**config.mk**
```make
export PLATFORM = sky130hd
export DESIGN_NAME = mux_bus_seq
export DESIGN_NICKNAME = d
export VERILOG_FILES = /design/src/rtl/mbs_pkg.sv /design/src/rtl/mbs_ready_sync.sv /design/src/rtl/mbs_fsm.sv /design/src/rtl/mbs_req_reg.sv /design/src/rtl/mux_bus_seq.sv
export SDC_FILE = /design/constraint.sdc
export NUM_CORES = 1
export LEC_CHECK = 0
export ABC_AREA = 1
export BUFFER_PORTS_ARGS = -buffer_cell sky130_fd_sc_hd__buf_2
export CAP_MARGIN = 10
export CORE_MARGIN = 2
export CORE_UTILIZATION = 40
export DETAILED_ROUTE_END_ITERATION = 10
export MAX_ROUTING_LAYER = met4
export PLACE_DENSITY = 0.68
export RECOVER_POWER = 25
export SLEW_MARGIN = 30
export SYNTH_ARGS = -nofsm -noshare
export SYNTH_HDL_FRONTEND = slang
export SYNTH_SLANG_ARGS = --single-unit
export TNS_END_PERCENT = 20
```
**constraint.sdc**
```tcl
create_clock -name clk -period 1.82 [get_ports clk]
set_clock_uncertainty 0.15 [all_clocks]
set_input_delay 0.091 -clock clk [delete_from_list [all_inputs] [get_ports clk]]
set_output_delay 0.091 -clock clk [all_outputs]
set_load 0.1 [all_outputs]
```
**src/rtl/mbs_pkg.sv**
```systemverilog
package mbs_pkg;
    typedef enum logic [2:0] {
        ST_IDLE = 3'd0,
        ST_T1   = 3'd1,
        ST_T2   = 3'd2,
        ST_T3   = 3'd3,
        ST_TW   = 3'd4,
        ST_T4   = 3'd5
    } mbs_state_e;
endpackage

```
**src/rtl/mbs_ready_sync.sv**
```systemverilog
module mbs_ready_sync #(
    parameter int STAGES = 2
) (
    input  logic clk,
    input  logic rst_n,
    input  logic rdy_async,
    output logic rdy_sync
);
    logic [STAGES-1:0] chain_q;

    generate
        if (STAGES == 1) begin : g_one
            always_ff @(posedge clk or negedge rst_n) begin
                if (!rst_n) chain_q <= '0;
                else        chain_q <= rdy_async;
            end
        end else begin : g_many
            always_ff @(posedge clk or negedge rst_n) begin
                if (!rst_n) chain_q <= '0;
                else        chain_q <= {chain_q[STAGES-2:0], rdy_async};
            end
        end
    endgenerate

    assign rdy_sync = chain_q[STAGES-1];
endmodule

```
**src/rtl/mbs_fsm.sv**
```systemverilog
module mbs_fsm
    import mbs_pkg::*;
(
    input  logic       clk,
    input  logic       rst_n,
    input  logic       start,
    input  logic       rdy_s,
    output mbs_state_e state,
    output logic       accept,
    output logic       capture
);
    mbs_state_e state_q, state_d;

    always_ff @(posedge clk or negedge rst_n) begin
        if (!rst_n) state_q <= ST_IDLE;
        else        state_q <= state_d;
    end

    always_comb begin
        state_d = state_q;
        unique case (state_q)
            ST_IDLE: state_d = start ? ST_T1 : ST_IDLE;
            ST_T1:   state_d = ST_T2;
            ST_T2:   state_d = ST_T3;
            ST_T3:   state_d = rdy_s ? ST_T4 : ST_TW;
            ST_TW:   state_d = rdy_s ? ST_T3 : ST_TW;
            ST_T4:   state_d = start ? ST_T1 : ST_IDLE;
            default: state_d = ST_IDLE;
        endcase
    end

    assign state   = state_q;
    assign accept  = start && (state_q == ST_IDLE || state_q == ST_T4);
    assign capture = (state_q == ST_T3) && rdy_s;
endmodule

```
**src/rtl/mbs_req_reg.sv**
```systemverilog
module mbs_req_reg #(
    parameter int ADDR_W = 20,
    parameter int DATA_W = 16
) (
    input  logic              clk,
    input  logic              rst_n,
    input  logic              accept,
    input  logic              capture,
    input  logic              in_write,
    input  logic              in_hi,
    input  logic [ADDR_W-1:0] in_addr,
    input  logic [DATA_W-1:0] in_wdata,
    input  logic [DATA_W-1:0] bus_data,
    output logic              cur_write,
    output logic              cur_hi,
    output logic [ADDR_W-1:0] cur_addr,
    output logic [DATA_W-1:0] cur_wdata,
    output logic [DATA_W-1:0] rd_data
);
    always_ff @(posedge clk or negedge rst_n) begin
        if (!rst_n) begin
            cur_write <= 1'b0;
            cur_hi    <= 1'b0;
            cur_addr  <= '0;
            cur_wdata <= '0;
        end else if (accept) begin
            cur_write <= in_write;
            cur_hi    <= in_hi;
            cur_addr  <= in_addr;
            cur_wdata <= in_wdata;
        end
    end

    always_ff @(posedge clk or negedge rst_n) begin
        if (!rst_n)       rd_data <= '0;
        else if (capture) rd_data <= bus_data;
    end
endmodule

```
**src/rtl/mux_bus_seq.sv**
```systemverilog
module mux_bus_seq
    import mbs_pkg::*;
#(
    parameter int ADDR_W      = 20,
    parameter int DATA_W      = 16,
    parameter int SYNC_STAGES = 2
) (
    input  logic              clk,
    input  logic              rst_n,
    input  logic              req_valid,
    input  logic              req_write,
    input  logic              req_hi,
    input  logic [ADDR_W-1:0] req_addr,
    input  logic [DATA_W-1:0] req_wdata,
    output logic              req_ready,
    output logic              rsp_valid,
    output logic [DATA_W-1:0] rsp_rdata,
    input  logic              bus_ready,
    input  logic [DATA_W-1:0] bus_ad_in,
    output logic [ADDR_W-1:0] bus_ad_out,
    output logic              bus_ad_oe,
    output logic              bus_ale,
    output logic              bus_hbe,
    output logic              bus_rd,
    output logic              bus_wr,
    output logic              bus_dt_tx
);
    localparam int PAD_W = ADDR_W - DATA_W;

    mbs_state_e        state;
    logic              rdy_s, accept, capture;
    logic              cur_write, cur_hi;
    logic [ADDR_W-1:0] cur_addr;
    logic [DATA_W-1:0] cur_wdata;

    mbs_ready_sync #(.STAGES(SYNC_STAGES)) u_sync (
        .clk(clk), .rst_n(rst_n), .rdy_async(bus_ready), .rdy_sync(rdy_s)
    );

    mbs_fsm u_fsm (
        .clk(clk), .rst_n(rst_n), .start(req_valid), .rdy_s(rdy_s),
        .state(state), .accept(accept), .capture(capture)
    );

    mbs_req_reg #(.ADDR_W(ADDR_W), .DATA_W(DATA_W)) u_req (
        .clk(clk), .rst_n(rst_n), .accept(accept), .capture(capture),
        .in_write(req_write), .in_hi(req_hi), .in_addr(req_addr),
        .in_wdata(req_wdata), .bus_data(bus_ad_in),
        .cur_write(cur_write), .cur_hi(cur_hi), .cur_addr(cur_addr),
        .cur_wdata(cur_wdata), .rd_data(rsp_rdata)
    );

    always_comb begin
        bus_ad_out = '0;
        bus_ad_oe  = 1'b0;
        bus_ale    = 1'b0;
        bus_hbe    = 1'b0;
        bus_rd     = 1'b0;
        bus_wr     = 1'b0;
        bus_dt_tx  = 1'b0;
        rsp_valid  = 1'b0;
        req_ready  = 1'b0;
        unique case (state)
            ST_IDLE: req_ready = 1'b1;
            ST_T1: begin
                bus_ale    = 1'b1;
                bus_hbe    = cur_hi;
                bus_ad_out = cur_addr;
                bus_ad_oe  = 1'b1;
                bus_dt_tx  = 1'b1;
            end
            ST_T2, ST_T3, ST_TW: begin
                bus_rd = !cur_write;
                bus_wr = cur_write;
                if (cur_write) begin
                    bus_ad_out = {{PAD_W{1'b0}}, cur_wdata};
                    bus_ad_oe  = 1'b1;
                    bus_dt_tx  = 1'b1;
                end
            end
            ST_T4: begin
                rsp_valid = 1'b1;
                req_ready = 1'b1;
            end
            default: ;
        endcase
    end
endmodule

```
==> results.cfg, run 1 <==
[outcome]
status = finished, violations left
violations = negative setup slack

[synthesis]
yosys.area_share.xor_xnor_pct = 0
ys_types = 16
syn_nets = 384
seq_area_frac_synth_pct = 56.14
synth_top_family_by_area = simple AND/OR/NAND/NOR gates
synthMuxAreaShare_pct = 0
synth-simple-area-share_pct = 33.87
synth-compound-area-share_pct = 3.901
synthAdderAreaFrac_pct = 0
synth_area_um2 = 2630
syn_avg_cell_area_um2 = 8.068
syn_inst = 326
ys_seq_elements = 59
ys_warn_count = 0

[routing]
firstDrtPassIters = 4
drt-total-wl_mm = 8.077
wl_per_cell_um = 13.88
ant_nets = 0
drt_iter0_drc = 205
viasPerCell = 4.935
drc_errors = 0
route.vias.total = 2872

[floorplan]
die_h_um = 85.09
rows = 29
core_area_um2 = 6350
die_w_um = 85.09
top_level_ports = 102
dieArea_um2 = 7239
initial_core_util_pct = 41.42

[worst_setup_path]
end_kind = output pin
reg2reg_depth = 9
worstPathRequired_ns = 1.58
crit_type = reg2out
path_depth = 8
path_max_fanout = 6
cp_cell_sequence = buf_6 > nor2_4 > nand2_2 > nand2_4 > buf_6 > nand3_1 > nand2_2 > buf_12
critPathLaunch = u_fsm.state[0]
worst-endpoint-arrival_ns = 1.67
cp-start-kind = flop
max_stage_delay_ns = 0.40
slowest_stage = dfrtp_1
cp_num_buf_inv = 3
timing.rr.start = u_fsm.state[0]
crit_family = simple AND/OR/NAND/NOR gates

[clock_network]
clk_latency_ns = 0.33
clock_sinks = 59
cts_tree = yes
numCtsBuffers = 9
htreeDepth = 3
clockBufferDepth = 2
clockRootBuffer = clkbuf_8
clk_pin_slew_ns = 0.07

[finish]
syn_to_final_growth_pct = 78.12
drive_above_1_share_pct = 37.23
layout_common_cells = nand2_1 (127), buf_2 (73), dfrtp_1 (57)
final_common_cell = nand2_1
diodes = 0
final_nets = 558

[job]
drv_cap = 0

[hold_path]
worstHoldStart = req_valid
hp-class = in2reg
holdPathStages = 3

[sta]
max_freq_mhz = 523.8
min_period_ns = 1.909
rsz0062_at_grt = true
fin_crit_sh_pct = 104.9
worst-slew-pin-transition_ns = 0.7936
fin_ws_ns = -0.08910
final_hold_viol_count = 0
slew_viol_final = 0
setup_viol = 25
relSlewSlack_pct = 47.09

[placement]
port-buffer-count = 101
dp_slack_ns = 0.1451
dp_hpwl_mm = 4.715
gp_congestion = 0.7560

[grt]
overflow = 0
grtUsageTotal_pct = 24.19
antenna_found_initial = 0
grt_pass1_wl_mm = 13.54
grt_pass1_vias = 2965
grt_max_degree = 60
[kinds of logic after synthesis]
group / count (synthesis)
simple gates: 214
flops: 59
buf+inv: 33
compound gates: 20
[flip-flops by register name, summed over array words and instances, names as in the netlist]
| register | flops |
|---|---|
| u_req.cur_addr | 20 |
| u_req.cur_wdata | 16 |
| u_req.cur_write | 1 |
| u_fsm.state | 3 |
| u_sync.chain_q | 2 |
| u_req.rd_data | 16 |
| u_req.cur_hi | 1 |
[Yosys cell counts]
cell type	count	area (um^2)
a21oi_1	1	5.000
buf_1	2	7.510
nor2_2	1	6.260
buf_2	5	25.02
nor3_2	1	10.01
nor2_1	6	22.52
o211ai_1	1	7.510
o21ai_0	18	90.09
buf_6	1	11.26
nand3_1	57	285.3
nand2_1	148	555.5
inv_1	13	48.80
nor2_4	1	11.26
buf_4	6	45.04
clkbuf_1	6	22.52
dfrtp_1	59	1476
[path summary, 6_finish.rpt]
check / end / slack [ns]
max: bus_ad_out[6] / -0.09
min: u_req.cur_wdata[2] / 0.04
max reg2reg: u_req.cur_wdata[9] / 0.14
min reg2reg: u_sync.chain_q[1] / 0.20
max in group asynchronous: u_fsm.state[2] / 0.61
min in group asynchronous: u_req.cur_wdata[4] / 0.34
[metal layers]
layer	up-vias	GRT usage, %	wire [um]
met4	0	11.11	264
li1	1385	-	-
met2	113	39.28	4108
met1	1345	28.62	3266
met5	-	-	0
met3	29	5.545	437
[final cells by class]
cell class                 instances  area, um^2
timing repair buffer             183        1712
fill                             456        1665
sequential                        59        1479
multi-input combinational        234        1165
clock buffer                      12       155.1
tap                               77       96.34
inverter                          13       52.55
clock inverter                     4       25.02
[per-stage QoR]
stage	hold WS [ns]	cells	TNS (ns)	area, um^2	util, %
after global routing	0.05815	582	-3.370	4684	73.77
final	0.04211	582	-1.492	4684	73.77
after floorplan	-0.3546	326	-2.517	2710	-
after CTS	0.03254	582	-0.7850	4651	73.24
after detailed placement	-0.02467	498	0	3724	58.64
after global placement	-0.02846	498	0	3724	58.64
[timing repair]
| item | in CTS | in global routing |
|---|---|---|
| pin swaps | 6 | 10 |
| hold endpoints to repair | 114 | 0 |
| gates cloned | 1 | 0 |
| buffers inserted | 11 | 0 |
| hold buffers | 56 | 0 |
| resized for setup | 30 | 11 |
| setup endpoints to repair | 24 | 28 |
[worst register-to-register path, delay by kind of cell (launching register included)]
| kind | cells | cell delay (ns) |
|---|---|---|
| buffers and inverters | 3 | 0.50 |
| flip-flops | 1 | 0.40 |
| AND/OR/NAND/NOR | 6 | 0.52 |
Power of run 1 is not shown: default switching activity piles up to over one toggle a cycle in this logic, so the estimate is an artifact.
==> run 2: changes to the inputs <==
Settings changed: PLACE_DENSITY 0.68 to 0.67, SYNTH_HIERARCHICAL from default to 1.
==> run 2 against run 1 <==
Effect of this change:
- the flow still finishes with violations (negative setup slack)
- via count rose by 0.28%
- synthesized cell count up 12%
- wire length fell by 2.5%
- maximum frequency fell by 0.86%
- first-iteration DRC count down 16%
- utilization fell by 4.1 points
- non-clock buffer count fell by 11
- global-route usage fell by 1.2 points
- synthesized area grew 5.5%
- clock-buffer cell count down 2
- hold slack better by 0.17 ns
==> results.cfg, run 2 <==
[outcome]
status = finished, violations left
violations = negative setup slack

[grt]
grt_pass1_vias = 2993
grtUsageTotal_pct = 22.98
grt_max_degree = 60
grt_pass1_wl_mm = 13.17
antenna_found_initial = 0
overflow = 0

[worst_setup_path]
cp-start-kind = flop
worst-endpoint-arrival_ns = 1.68
crit-reg2reg-capture = u_req/cur_write
crit_type = reg2out
timing.rr.start = u_fsm/state[0]
r2r_setup_slack_ns = 0.09
end_kind = output pin
path_max_fanout = 6
reg2reg_depth = 9
worstPathRequired_ns = 1.58

[sta]
slew_viol_final = 0
min_period_ns = 1.926
worst_hold_slack_ns = 0.2073
max_freq_mhz = 519.3
relSlewSlack_pct = 46.21
setup_viol = 23
worst-slew-pin-transition_ns = 0.8068
rsz0062_at_grt = true
fin_ws_ns = -0.1057
final_hold_viol_count = 0
fin_crit_sh_pct = 105.8

[routing]
firstDrtPassIters = 4
drt-total-wl_mm = 7.875
viasPerCell = 4.675
ant_nets = 0
drt_iter0_drc = 173
drc_errors = 0
route.vias.total = 2880
wl_per_cell_um = 12.78

[finish]
reg.largest.list = u_req/cur_addr x20, u_req/cur_wdata x16, u_req/rd_data x16
final_common_cell = nand2_1
largest_reg_flops = 20
diodes = 0
layout_common_cells = nand2_1 (203), buf_2 (73), dlygate4sd3_1 (57)
area.sequential_um2 = 1480
multi_input_area_um2 = 1152
fill_cells = 525
regMostFlops = u_req/cur_addr
final_nets = 589
syn_to_final_growth_pct = 69.82
final_core_util_pct = 69.72
drive_above_1_share_pct = 32.46

[clock_network]
clock_sinks = 59
clk_latency_ns = 0.33
numCtsBuffers = 9
cts_tree = yes
clockBufferDepth = 2
clockRootBuffer = clkbuf_8
clk_pin_slew_ns = 0.07
htreeDepth = 3

[synthesis]
syn_avg_cell_area_um2 = 7.600
synth_edf_count = 0
seq_area_frac_synth_pct = 53.23
ys_types = 18
yosysMostFrequentCell = nand2_1
synth_ff_type = dfrtp_1
synthArstFlopShare_pct = 100.0
synth_top_area_share_pct = 53.23
synth_area_um2 = 2774
synthTopCellsByArea = dfrtp_1 (53%), nand2_1 (29%), nand3_1 (4.0%)
synth_area_leader_cell = dfrtp_1
ys_seq_elements = 59
ys_top_cells_by_count = nand2_1 (217), dfrtp_1 (59), inv_1 (25), nand3_1 (22), nor2_1 (8)
syn_nets = 423
ys_warn_count = 6
syn_inst = 365

[floorplan]
core_area_um2 = 6756
die_w_um = 87.28
dieArea_um2 = 7617
initial_core_util_pct = 41.06
top_level_ports = 102
rows = 30
die_h_um = 87.28

[job]
drv_cap = 0

[hold_path]
whs_endpoint = u_sync/chain_q[1]
holdPathStages = 0
hp-class = reg2reg
worstHoldStart = u_sync/chain_q[0]

[placement]
port-buffer-count = 101
gp_congestion = 0.8530
dp_hpwl_mm = 4.924
[run 2: changes by cell type after synthesis, moves of 5 or more]
cell | before | now
inv_1 | 13 | 25
nand3_1 | 57 | 22
clkbuf_1 | 6 | 0
buf_6 | 1 | 6
o21ai_0 | 18 | 0
nand2_1 | 148 | 217
inv_2 | 0 | 7
[run 2: logic make-up after synthesis]
family | Yosys count | share of synthesized area [%]
AO/OA/AOI/OAI | 3 | 0.7217
buffers and inverters | 49 | 9.562
flip-flops | 59 | 53.23
AND/OR/NAND/NOR | 254 | 36.49
[run 2: final cells by class]
class                           count  share of cell area, %
Sequential cell                    59                  31.42
Clock buffer                       10                  2.922
Inverter                           32                  2.683
Clock inverter                      6                  1.886
Timing Repair Buffer              172                  34.50
Tap cell                           80                  2.125
Multi-Input combinational cell    257                  24.46
[run 2: worst max path at each step]
stage	slack [ns]	start	end
floorplan	-0.22	u_fsm/state[0]	bus_ad_out[0]
detailed placement	0.03	u_fsm/state[2]	u_req/cur_wdata[0]
global placement	0.11	u_fsm/state[0]	u_req/cur_addr[15]
finish	-0.11	u_fsm/state[1]	bus_ad_out[18]
global route	-0.17	u_fsm/state[1]	bus_ad_out[18]
CTS	-0.11	u_fsm/state[1]	bus_ad_out[18]
[run 2: worst max-delay path: stages (launching register included)]
cell        delay (ns)
dfrtp_2           0.43
inv_2             0.08
nand2_4           0.05
nor2_4            0.18
clkinvlp_4        0.15
buf_12            0.16
nor2_4            0.11
buf_12            0.18
[run 2: timing repair]
| item | CTS | global route |
|---|---|---|
| endpoints found under the hold margin | 115 | 0 |
| gates resized for setup | 27 | 5 |
| hold buffers | 57 | 0 |
| setup endpoints to repair | 27 | 42 |
| buffers inserted | 8 | 0 |
| pin swaps | 2 | 2 |
[run 2: stage by stage]
step | instance area [um^2] | setup WS, ns | TNS (ns) | cells
2_1_floorplan | 2810 | -0.2190 | -3.105 | 365
3_3_place_gp | 3766 | 0.1104 | 0 | 536
3_5_place_dp | 3766 | 0.02672 | 0 | 536
4_1_cts | 4707 | -0.1104 | -1.484 | 616
5_1_grt | 4711 | -0.1657 | -3.113 | 616
6_report | 4711 | -0.1057 | -1.439 | 616
[run 2: layer usage]
| metal | vias up | GRT usage, % | wire [um] |
|---|---|---|---|
| li1 | 1414 | - | - |
| met1 | 1339 | 26.69 | 3277 |
| met2 | 112 | 39.67 | 4054 |
| met3 | 15 | 5.498 | 404 |
| met4 | 0 | 6.434 | 139 |
| met5 | - | - | 0 |
Power of run 2 is left out for the same reason.
